File: src/rtl/lru_pkg.sv
package lru_pkg;

  // Strobes from control to the datapath, one set per reference cycle.
  typedef struct packed {
    logic take;   // a reference is being processed
    logic hit;    // the referenced page is resident
    logic fill;   // fault with a free frame available
    logic evict;  // fault with every frame occupied
    logic push;   // reorder the stack: remove one slot, push the page on top
  } ctrl_t;

endpackage

File: src/rtl/lru_datapath.sv
module lru_datapath
  import lru_pkg::*;
#(
  parameter int NUM_FRAMES = 4,
  parameter int PAGE_W     = 8,
  localparam int FRAME_W   = (NUM_FRAMES > 1) ? $clog2(NUM_FRAMES) : 1,
  localparam int CNT_W     = $clog2(NUM_FRAMES + 1)
) (
  input  logic               clk,
  input  logic               rstN,
  input  logic [PAGE_W-1:0]  refPage,
  input  ctrl_t              ctl,
  output logic               hit,
  output logic               full,
  output logic [PAGE_W-1:0]  victimPage,
  output logic [FRAME_W-1:0] frameIdx
);

  localparam int BOTTOM = NUM_FRAMES - 1;

  // Slot 0 is the most recent entry; slot BOTTOM is the replacement candidate.
  logic [PAGE_W-1:0]  stkPage  [NUM_FRAMES];
  logic [FRAME_W-1:0] stkFrame [NUM_FRAMES];
  logic [CNT_W-1:0]   count;

  logic [NUM_FRAMES-1:0] hitVec;
  logic [CNT_W-1:0]      hitPos;
  logic [CNT_W-1:0]      removePos;
  logic [FRAME_W-1:0]    newFrame;

  // Parallel compare of the reference against every occupied slot.
  for (genvar i = 0; i < NUM_FRAMES; i++) begin : g_match
    assign hitVec[i] = (CNT_W'(i) < count) && (stkPage[i] == refPage);
  end

  assign hit  = |hitVec;
  assign full = (count == CNT_W'(NUM_FRAMES));

  always_comb begin
    hitPos = '0;
    for (int i = NUM_FRAMES - 1; i >= 0; i--) begin
      if (hitVec[i]) hitPos = CNT_W'(i);
    end
  end

  // Slot vacated by this reference: the first empty slot on a fill,
  // the bottom on an eviction, the matching slot on a hit.
  always_comb begin
    if (ctl.fill)       removePos = count;
    else if (ctl.evict) removePos = CNT_W'(BOTTOM);
    else                removePos = hitPos;
  end

  // Frame that holds the referenced page after this reference.
  always_comb begin
    if (ctl.fill)       newFrame = FRAME_W'(count);
    else if (ctl.evict) newFrame = stkFrame[BOTTOM];
    else                newFrame = stkFrame[hitPos[FRAME_W-1:0]];
  end

  always_ff @(posedge clk) begin
    if (!rstN) begin
      count <= '0;
      for (int i = 0; i < NUM_FRAMES; i++) begin
        stkPage[i]  <= '0;
        stkFrame[i] <= '0;
      end
    end else begin
      if (ctl.push) begin
        for (int i = NUM_FRAMES - 1; i > 0; i--) begin
          if (CNT_W'(i) <= removePos) begin
            stkPage[i]  <= stkPage[i-1];
            stkFrame[i] <= stkFrame[i-1];
          end
        end
        stkPage[0]  <= refPage;
        stkFrame[0] <= newFrame;
      end
      if (ctl.fill) count <= count + 1'b1;
    end
  end

  always_ff @(posedge clk) begin
    if (!rstN) begin
      victimPage <= '0;
      frameIdx   <= '0;
    end else if (ctl.take) begin
      victimPage <= ctl.evict ? stkPage[BOTTOM] : '0;
      frameIdx   <= newFrame;
    end
  end

  // occupancy stays within the pool and grows only on a fill
  p_count_bound_r4: assert property (@(posedge clk) disable iff (!rstN)
    count <= CNT_W'(NUM_FRAMES));
  p_fill_grows_r4: assert property (@(posedge clk) disable iff (!rstN)
    ctl.fill |=> count == CNT_W'($past(count) + 1'b1));
  // a hit leaves the occupancy unchanged
  p_hit_keeps_count_r3: assert property (@(posedge clk) disable iff (!rstN)
    ctl.hit |=> $stable(count));
  // after any push the referenced page is the most recent entry
  p_top_after_push_r6: assert property (@(posedge clk) disable iff (!rstN)
    ctl.push |=> stkPage[0] == $past(refPage));
  // an idle cycle leaves the stack alone
  p_idle_stable_r10: assert property (@(posedge clk) disable iff (!rstN)
    !ctl.take |=> ($stable(count) && stkPage[0] == $past(stkPage[0])));

endmodule

File: src/rtl/lru_control.sv
module lru_control
  import lru_pkg::*;
#(
  parameter bit USE_FIFO = 1'b0
) (
  input  logic  clk,
  input  logic  rstN,
  input  logic  refValid,
  input  logic  hit,
  input  logic  full,
  output ctrl_t ctl,
  output logic  outValid,
  output logic  fault,
  output logic  victimValid
);

  always_comb begin
    ctl.take  = refValid;
    ctl.hit   = refValid && hit;
    ctl.fill  = refValid && !hit && !full;
    ctl.evict = refValid && !hit && full;
    // Recency ordering reorders on hits; FIFO ordering reorders only on loads.
    ctl.push  = ctl.fill || ctl.evict || (ctl.hit && !USE_FIFO);
  end

  always_ff @(posedge clk) begin
    if (!rstN) begin
      outValid    <= 1'b0;
      fault       <= 1'b0;
      victimValid <= 1'b0;
    end else begin
      outValid    <= refValid;
      fault       <= refValid && !hit;
      victimValid <= ctl.evict;
    end
  end

  // a result follows every strobe one cycle later
  p_result_follows_r2: assert property (@(posedge clk) disable iff (!rstN)
    refValid |=> outValid);
  // no strobe, no result
  p_idle_quiet_r10: assert property (@(posedge clk) disable iff (!rstN)
    !refValid |=> !outValid);
  // a victim is only reported together with a fault
  p_victim_has_fault_r5: assert property (@(posedge clk) disable iff (!rstN)
    victimValid |-> (fault && outValid));
  // a free frame is never displaced
  p_no_victim_when_free_r4: assert property (@(posedge clk) disable iff (!rstN)
    (refValid && !full) |=> !victimValid);

endmodule

File: src/rtl/lru_tracker.sv
module lru_tracker
  import lru_pkg::*;
#(
  parameter int NUM_FRAMES = 4,
  parameter int PAGE_W     = 8,
  parameter bit USE_FIFO   = 1'b0,
  localparam int FRAME_W   = (NUM_FRAMES > 1) ? $clog2(NUM_FRAMES) : 1
) (
  input  logic               clk,
  input  logic               rstN,
  input  logic               refValid,
  input  logic [PAGE_W-1:0]  refPage,
  output logic               outValid,
  output logic               fault,
  output logic               victimValid,
  output logic [PAGE_W-1:0]  victimPage,
  output logic [FRAME_W-1:0] frameIdx
);

  ctrl_t ctl;
  logic  hit;
  logic  full;

  lru_control #(
    .USE_FIFO (USE_FIFO)
  ) u_control (
    .clk         (clk),
    .rstN        (rstN),
    .refValid    (refValid),
    .hit         (hit),
    .full        (full),
    .ctl         (ctl),
    .outValid    (outValid),
    .fault       (fault),
    .victimValid (victimValid)
  );

  lru_datapath #(
    .NUM_FRAMES (NUM_FRAMES),
    .PAGE_W     (PAGE_W)
  ) u_datapath (
    .clk        (clk),
    .rstN       (rstN),
    .refPage    (refPage),
    .ctl        (ctl),
    .hit        (hit),
    .full       (full),
    .victimPage (victimPage),
    .frameIdx   (frameIdx)
  );

endmodule

File: config.mk
export PLATFORM = sky130hd
export DESIGN_NAME = lru_tracker
export DESIGN_NICKNAME = d
export VERILOG_FILES = /design/src/rtl/lru_pkg.sv /design/src/rtl/lru_datapath.sv /design/src/rtl/lru_control.sv /design/src/rtl/lru_tracker.sv
export SDC_FILE = /design/constraint.sdc
export NUM_CORES = 1
export LEC_CHECK = 0
export ABC_CLOCK_PERIOD_IN_PS = 3710
export BUFFER_PORTS_ARGS = -buffer_cell sky130_fd_sc_hd__buf_2
export CORE_MARGIN = 2
export CORE_UTILIZATION = 60
export DETAILED_ROUTE_END_ITERATION = 12
export GPL_TIMING_DRIVEN = 0
export PLACE_DENSITY = 0.8
export SYNTH_ARGS = -nofsm -noshare
export SYNTH_HDL_FRONTEND = slang
export SYNTH_SLANG_ARGS = --single-unit
File: constraint.sdc
create_clock -name clk -period 3.71 [get_ports clk]
set_input_delay 0 -clock clk [delete_from_list [all_inputs] [get_ports clk]]
set_output_delay 0 -clock clk [all_outputs]
set_load 0.01 [all_outputs]
==> flow_summary.json, run 1 <==
{
  "cp-start-kind": "flip-flop",
  "num_vias": 1867,
  "ys_seq_area_frac": 0.546,
  "grt_setup_unrepaired": "no",
  "initial_utilization": 0.631,
  "syn_to_final_growth_pct": 9.16,
  "core_um2": 4410,
  "drive_gt1_frac": 0.157,
  "synth_cells": 244,
  "grt_overflow_total": 0,
  "cts_root_buffer": "clkbuf_8",
  "endpoint_kind": "flip-flop",
  "setup_viol": 0,
  "hold_buffers": 0,
  "cts_buffers": 5,
  "worstPathMaxFanout": 8,
  "worstPathArrival_ns": 2.44,
  "max_slew_margin": 0.407,
  "tightest_slew_ns": 0.883,
  "synth_area_um2": 2790,
  "layoutNonFillerInstCount": 319,
  "peakVddDrop_mv": 0.264,
  "track_usage": 0.218,
  "synth-seq-cells": 56,
  "htree_levels": 2,
  "async_flop_share": 0,
  "rows": 24,
  "fp.dieH_um": 72.1,
  "p_per_area_nw_per_um2": 415,
  "fmax_mhz": 425,
  "synthesis.nets": 257,
  "fin_crit_sh": 0.635,
  "cts_sinks": 56,
  "place_hpwl_um": 3900,
  "clk-insertion-delay-late_ns": 0.33,
  "fin_tns_setup_ns": 0,
  "clkTransAtPathRegs_ns": 0.11,
  "post_cts_buffers": 0,
  "yosysUniqueCellTypes": 41,
  "fin_hold_ws_ns": 0.0205,
  "fp.dieW_um": 72.1,
  "wl_per_cell_um": 16.0,
  "timing.final.hold_violations": 0,
  "timing.clock.skew_ns": 0.0128,
  "grt_pass1_vias": 1775,
  "remaining_drc_errors": 0,
  "nNetsFinal": 279,
  "ant_nets": 0,
  "cts_buffer_depth": 2,
  "path_class": "reg2reg",
  "synth_area_per_cell_um2": 11.4,
  "vias_per_cell": 5.85,
  "maxCapViolCount": 0,
  "layout_min_cycle_time_ns": 2.35,
  "leakage_uw": 0.00116,
  "synth_edf_count": 40,
  "ioPinCount": 24,
  "diodes": 0,
  "place_congestion": 0.833,
  "antenna_found_initial": 0,
  "drv_slew": 0,
  "postRouteWirelength_um": 5110,
  "synthFlopType": "edfxtp_1",
  "grt_max_degree": 19,
  "utilization": 0.689,
  "cts_tree": "done",
  "yosys_warnings": 0,
  "required_ns": 3.79,
  "cts_resized": 0,
  "portBuffers": 15,
  "outcome": "finished, final reports clean",
  "first_pass_iters": 4,
  "drtIter0Drc": 85,
  "grt_pass1_wl_um": 8490,
  "hold_class": "in2reg",
  "die_area_um2": 5200,
  "dp.cells": 311
}
worst max-delay path: stages, from the launching register on:
cell      delay, ns
edfxtp_1       0.42
xnor2_1        0.19
o311ai_1       0.14
nor3_1         0.72
inv_1          0.14
a221oi_1       0.39
nor3_1         0.11
layout make-up:
class	count	area (um^2)
buffer	15	111
clock buffer	5	68.8
clock inverter	3	46.3
fill	325	1370
inverter	9	33.8
multi-input combinational	164	1120
sequential	56	1520
tap	52	65.1
timing repair buffer	15	75.1
state kept, by name (all words and copies together) (netlist names):
| signal | flops |
|---|---|
| u_control.victimValid | 1 |
| u_control.outValid | 1 |
| u_datapath.victimPage | 8 |
| u_datapath.stkPage | 32 |
| u_datapath.count | 3 |
| u_datapath.stkFrame | 8 |
| u_datapath.frameIdx | 2 |
| u_control.fault | 1 |
cell usage after synthesis, types with 3 or more instances:
cell type,count,share of area
and3_1,7,0.016
edfxtp_1,40,0.43
xnor2_1,25,0.079
clkbuf_1,5,0.0067
o21ai_0,8,0.014
nand3_1,3,0.0054
inv_1,7,0.0094
and2_1,29,0.065
nand4_1,4,0.0090
dfxtp_1,16,0.12
a21oi_1,9,0.016
nor3_1,11,0.020
o31ai_1,5,0.013
nand2_1,9,0.012
a32oi_1,8,0.025
buf_6,6,0.024
xor2_1,6,0.019
nor2_1,13,0.018
power breakdown:
group / total, uW / internal [uW] / switching (uW)
clock: 420 / 205 / 215
sequential: 721 / 701 / 19.8
combinational: 121 / 51.2 / 70.0
total: 1260 / 957 / 305
stage by stage:
step	total power, uW	setup WS, ns	area [um^2]
final	1260	1.36	3040
after floorplan	822	1.59	2790
after global routing	1300	1.06	3040
after global placement	850	1.11	2930
after detailed placement	855	1.09	2930
after CTS	1260	1.09	3040
final timing paths:
| kind | start | end | slack, ns | cells after the start |
|---|---|---|---|---|
| max | u_datapath.stkPage[0][7] | u_datapath.stkFrame[0][1] | 1.36 | 6 |
| min | refPage[2] | u_datapath.stkPage[0][2] | 0.02 | 2 |
| max reg2reg | u_datapath.stkPage[0][7] | u_datapath.stkFrame[0][1] | 1.36 | 6 |
| min reg2reg | u_datapath.frameIdx[1] | u_datapath.frameIdx[1] | 0.47 | 2 |
routing by layer:
layer / vias to the layer above / global-route usage / part of all wire
li1: 920 / - / -
met1: 888 / 0.296 / 0.46
met2: 51 / 0.349 / 0.47
met3: 8 / 0.0500 / 0.053
met4: 0 / 0.0734 / 0.015
met5: - / 0 / 0
cell usage in the layout, fill, tap and decap left out, types with 3 or more instances in the layout:
master / count
a32oi_1: 8
and2_1: 29
nor3_1: 11
buf_6: 6
and3_1: 7
o21ai_0: 7
clkbuf_1: 5
xor2_1: 6
buf_2: 17
nand4_1: 4
xnor2_1: 25
clkbuf_8: 5
o31ai_1: 5
a21oi_1: 9
edfxtp_1: 40
dfxtp_1: 16
nor2_1: 13
inv_1: 7
nand2_1: 9
nand3_1: 3
cells by family (layout without fill, tap and decap cells):
kind of cell	Yosys count	in the layout	synth area share
AOI/OAI and AO/OA	37	37	0.0912
xor gates and xnor gates	32	32	0.103
adders and majority gates	2	2	0.00898
buffers and inverters	24	47	0.0521
DFF	56	56	0.546
and+or+nand+nor	93	93	0.198
Power figures use the tool's default switching activity.
==> run 2: changes to the inputs <==
Settings changed: ABC_CLOCK_PERIOD_IN_PS 3710 to 2000, CORE_UTILIZATION 60 to 53, PLACE_DENSITY 0.8 to 0.75.
Clock period 3.71 ns to 2 ns, I/O delays scaled along.
==> run 2 against run 1 <==
- the run now ends with setup timing left
- final area is 15% higher
- global-route usage shrank 2.7 points
- flip-flop and latch count stayed put
- via count is 7.8% higher
- cell count increased by 12%
- die area grew 12%
- wire length grew 18%
- core utilization hardly changed
- non-clock buffer count is 19 higher
- sequential power increased by 86%
==> flow_summary.json, run 2 (synthesis results as in run 1) <==
{
  "regMostFlops": "u_datapath.stkPage",
  "portBuffers": 15,
  "peakVddDrop_mv": 0.591,
  "ioPinCount": 24,
  "timing.clock.skew_ns": 0.00983,
  "cts_sinks": 56,
  "clk-insertion-delay-late_ns": 0.31,
  "reg_top3": "u_datapath.stkPage: 32 flops, u_datapath.stkFrame: 8 flops, u_datapath.victimPage: 8 flops",
  "remaining_drc_errors": 0,
  "core_um2": 5070,
  "endpoint_kind": "flip-flop",
  "cp-start-kind": "flip-flop",
  "r2r-end": "u_datapath.stkFrame[0][0]",
  "hold_buffers": 0,
  "p_clk_frac": 0.315,
  "drive_gt1_frac": 0.347,
  "layout_min_cycle_time_ns": 2.25,
  "maxCapViolCount": 0,
  "num_vias": 2012,
  "cts_buffer_depth": 2,
  "worstPathMaxFanout": 7,
  "cts_root_buffer": "clkbuf_8",
  "postRouteWirelength_um": 6040,
  "regToRegStartpoint": "u_datapath.count[0]",
  "drv_slew": 0,
  "switchingPower_uw": 595,
  "place_hpwl_um": 3890,
  "grt_pass1_wl_um": 8830,
  "track_usage": 0.191,
  "timing.final.hold_violations": 0,
  "critPathSlowestCell": "dfxtp_4",
  "dp.cells": 329,
  "dp_worst_setup_slack_ns": -0.317,
  "fin_tns_setup_ns": -7.47,
  "setup_viol": 46,
  "place_congestion": 0.843,
  "mostFrequentLayoutCells": "edfxtp_1, and2_1, xnor2_1, buf_4, buf_2",
  "final_common_cell": "edfxtp_1",
  "htree_levels": 2,
  "utilization": 0.689,
  "holdPathEnd": "u_datapath.stkPage[0][6]",
  "initial_utilization": 0.549,
  "diodes": 0,
  "r2r_slack_ns": -0.25,
  "fp.dieH_um": 76.5,
  "clkTransAtPathRegs_ns": 0.10,
  "cp_top_family": "simple AND/OR/NAND/NOR gates",
  "vias_per_cell": 5.62,
  "fin_crit_sh": 1.12,
  "hold_class": "in2reg",
  "worstPathArrival_ns": 2.32,
  "tightest_slew_ns": 0.692,
  "drtIter0Drc": 103,
  "violations": "setup timing",
  "path_buf_inv": 1,
  "outcome": "finished with violations",
  "largest_reg_flops": 32,
  "grt_overflow_total": 0,
  "layoutNonFillerInstCount": 358,
  "max_stage_delay_ns": 0.43,
  "antenna_found_initial": 0,
  "max_slew_margin": 0.538,
  "required_ns": 2.07,
  "worstHoldStart": "refPage[6]",
  "whs_path_depth": 2,
  "power_uw": 2410,
  "fill_cells": 363,
  "fp.dieW_um": 76.5,
  "wl_per_cell_um": 16.9,
  "p_int_uw": 1810,
  "nNetsFinal": 300,
  "rows": 26,
  "p_sw_frac": 0.247,
  "path_class": "reg2reg",
  "syn_to_final_growth_pct": 25.6,
  "fin_ws_ns": -0.248,
  "grt_max_degree": 19,
  "first_pass_iters": 4,
  "cts_buffers": 5,
  "die_area_um2": 5850,
  "fmax_mhz": 445,
  "ant_nets": 0,
  "rr_worst_depth": 7,
  "grt_pass1_vias": 1848,
  "cp_cell_sequence": "a21oi_1 > nor4_2 > nand4_2 > buf_6 > a21o_1 > a221oi_2 > nor3_2",
  "p_per_area_nw_per_um2": 689,
  "leakage_uw": 0.00132,
  "power.share.combinational": 0.128,
  "cts_tree": "done",
  "grt_setup_unrepaired": "yes",
  "pwr-share-seq": 0.557
}
==> run 2: metal layers <==
layer | GRT usage | wire, um
met5 | 0 | 0
met3 | 0.0403 | 267
met4 | 0.0745 | 97
met2 | 0.309 | 3080
met1 | 0.254 | 2590
==> run 2: final cells by class <==
class,count,area [um^2],area share
flip-flops and latches,56,1530,0.437
multi-input cells,166,1370,0.392
repair buffers,35,240,0.0687
plain buffers,14,121,0.0347
well taps,70,87.6,0.0250
clock buffers,5,68.8,0.0197
clock inverters,3,46.3,0.0132
inverters,9,33.8,0.00966
==> run 2: repair_timing <==
| item | 4_1_cts | 5_1_grt |
|---|---|---|
| gates resized for setup | 26 | 38 |
| buffers inserted | 6 | 13 |
| setup endpoints to repair | 72 | 68 |
| gates cloned | 2 | 1 |
| pin swaps | 19 | 25 |
==> run 2: stage by stage <==
stage                     hold WS [ns]  area (um^2)
final                           0.0317         3500
after global routing            0.0382         3500
after CTS                       0.0315         3250
after detailed placement         0.355         2950
after global placement           0.354         2950
after floorplan                  0.158         2790
==> run 2: power by group through the flow <==
stage / Clock [uW] / Combinational (uW) / Sequential, uW
finish: 759 / 308 / 1340
global route: 810 / 331 / 1350
CTS: 773 / 257 / 1340
detailed placement: 0 / 223 / 1360
global placement: 0 / 218 / 1360
floorplan: 0 / 170 / 1360
==> run 2: worst max path at each step <==
stage / startpoint / to / depth (start not counted) / slack, ns
4_1_cts: u_datapath.stkPage[3][4] / u_datapath.stkFrame[0][1] / 7 / -0.30
5_1_grt: u_datapath.stkPage[2][2] / u_datapath.stkFrame[0][0] / 7 / -0.37
2_1_floorplan: u_datapath.stkPage[3][5] / u_datapath.stkFrame[0][0] / 7 / -0.10
6_report: u_datapath.count[0] / u_datapath.stkFrame[0][0] / 7 / -0.25
3_3_place_gp: u_datapath.stkPage[3][1] / u_datapath.stkFrame[0][1] / 7 / -0.31
3_5_place_dp: u_datapath.stkPage[3][2] / u_datapath.stkFrame[0][1] / 7 / -0.32
==> run 3: changes to the inputs <==
Settings changed: CORE_UTILIZATION 53 to 50, PLACE_DENSITY 0.75 to 0.71.
==> run 3 against run 2 <==
- the flow still finishes with violations (setup timing)
- global-route usage increased by 0.92 points
- hold slack improved by 0.0011 ns
- count of clock-buffer cells in the layout unchanged
- largest cell class unchanged
- total power decreased by 5.0%
- first-iteration DRC count decreased by 13%
- cell count unchanged
- wire length decreased by 4.6%
- non-clock buffer count decreased by 1
- critical endpoint unchanged
==> flow_summary.json, run 3 (synthesis results as in run 1) <==
{
  "cts_root_buffer": "clkbuf_8",
  "hold_class": "in2reg",
  "htree_levels": 2,
  "antenna_found_initial": 0,
  "maxCapViolCount": 0,
  "utilization": 0.646,
  "cp_cell_sequence": "xnor2_1 > nand3_1 > or3_1 > buf_6 > or4_4 > a21oi_4 > nor3_1",
  "max_slew_margin": 0.555,
  "fp.dieW_um": 78.6,
  "fin_crit_sh": 1.14,
  "fin_tns_setup_ns": -6.70,
  "rr_worst_depth": 7,
  "portBuffers": 15,
  "syn_to_final_growth_pct": 26.2,
  "fp.dieH_um": 78.6,
  "r2r-end": "u_datapath.stkFrame[0][0]",
  "initial_utilization": 0.512,
  "tightest_slew_ns": 0.667,
  "cp-start-kind": "flip-flop",
  "timing.final.hold_violations": 0,
  "num_vias": 1979,
  "multi_input_area_um2": 1420,
  "cp-endpoint": "u_datapath.stkFrame[0][0]",
  "ioPinCount": 24,
  "setup_viol": 55,
  "seqCellArea_um2": 1530,
  "place_hpwl_um": 4040,
  "timing.clock.skew_ns": 0.00959,
  "final_common_cell": "edfxtp_1",
  "violations": "setup timing",
  "hold_buffers": 0,
  "track_usage": 0.201,
  "die_area_um2": 6180,
  "remaining_drc_errors": 0,
  "regMostFlops": "u_datapath.stkPage",
  "core_um2": 5440,
  "mostFrequentLayoutCells": "edfxtp_1, and2_1, xnor2_1, buf_4, buf_2",
  "fin_ws_ns": -0.286,
  "p_per_area_nw_per_um2": 651,
  "max_stage_delay_ns": 0.53,
  "fmax_mhz": 437,
  "drive_gt1_frac": 0.346,
  "drv_slew": 0,
  "fill_cells": 408,
  "clk-insertion-delay-late_ns": 0.32,
  "wl_per_cell_um": 16.1,
  "reg_top3": "u_datapath.stkPage: 32 flops, u_datapath.stkFrame: 8 flops, u_datapath.victimPage: 8 flops",
  "leakage_uw": 0.00133,
  "clkTransAtPathRegs_ns": 0.11,
  "fin_hold_ws_ns": 0.0328,
  "ant_nets": 0,
  "worstPathArrival_ns": 2.35,
  "nNetsFinal": 298,
  "cts_tree": "done",
  "cts_buffers": 5,
  "grt_pass1_wl_um": 9480,
  "diodes": 0,
  "worstPathMaxFanout": 8,
  "crit_start": "u_datapath.stkPage[3][2]",
  "place_congestion": 0.833,
  "vias_per_cell": 5.53,
  "grt_max_degree": 20,
  "required_ns": 2.07,
  "first_pass_iters": 4,
  "endpoint_kind": "flip-flop",
  "path_class": "reg2reg",
  "cts_buffer_depth": 2,
  "r2r_slack_ns": -0.29,
  "peakVddDrop_mv": 0.550,
  "grt_overflow_total": 0,
  "regToRegStartpoint": "u_datapath.stkPage[3][2]",
  "layout_min_cycle_time_ns": 2.29,
  "power_uw": 2290,
  "postRouteWirelength_um": 5760,
  "drtIter0Drc": 90,
  "outcome": "finished with violations",
  "critPathSlowestCell": "or4_4",
  "grt_setup_unrepaired": "yes",
  "rows": 27,
  "grt_pass1_vias": 1998,
  "largest_reg_flops": 32,
  "cts_sinks": 56
}
## run 3: area by class of cell
class                           instances  area share
Buffer                                 15      0.0377
Clock buffer                            5      0.0196
Clock inverter                          3     0.00747
Inverter                                9     0.00961
Multi-Input combinational cell        165       0.403
Sequential cell                        56       0.434
Tap cell                               72      0.0256
Timing Repair Buffer                   33      0.0630
## run 3: repair_timing
item                       CTS  global route
cloned                       2             0
setup buffers               10             7
gates resized for setup     36            29
setup endpoints to repair   72            75
hold endpoints to repair     0             0
pin swaps                   11            14
## run 3: stage by stage
| step | instance area, um^2 | std cells | setup slack [ns] |
|---|---|---|---|
| finish | 3520 | 358 | -0.286 |
| global route | 3520 | 358 | -0.377 |
| CTS | 3300 | 351 | -0.274 |
| detailed placement | 2950 | 331 | -0.374 |
| global placement | 2950 | 331 | -0.341 |
| floorplan | 2790 | 244 | -0.101 |
## run 3: worst min-delay path by stage
stage,startpoint,to,depth (start not counted)
2_1_floorplan,rstN,u_control.outValid,2
3_3_place_gp,refPage[2],u_datapath.stkPage[0][2],2
3_5_place_dp,refPage[3],u_datapath.stkPage[0][3],2
4_1_cts,refPage[2],u_datapath.stkPage[0][2],2
5_1_grt,refPage[3],u_datapath.stkPage[0][3],2
6_report,refPage[3],u_datapath.stkPage[0][3],2
## run 3: layer usage
metal | vias to the layer above | routed length, um | GRT usage
li1 | 962 | - | -
met1 | 954 | 2430 | 0.243
met2 | 48 | 2940 | 0.349
met3 | 15 | 247 | 0.0483
met4 | 0 | 151 | 0.0702
met5 | - | 0 | 0
## run 3: power by group
part           total (uW)  switching [uW]  internal, uW
Sequential           1340            40.1          1300
Clock                 648             390           259
Combinational         299             168           131
Total                2290             598          1690
## run 3: critical path, delay by kind of cell (launching register included)
kind	cells	cell delay (ns)
AND/OR/NAND/NOR	4	1.14
flip-flops	1	0.44
XOR/XNOR	1	0.16
buffers and inverters	1	0.15
AO/OA/AOI/OAI	1	0.14
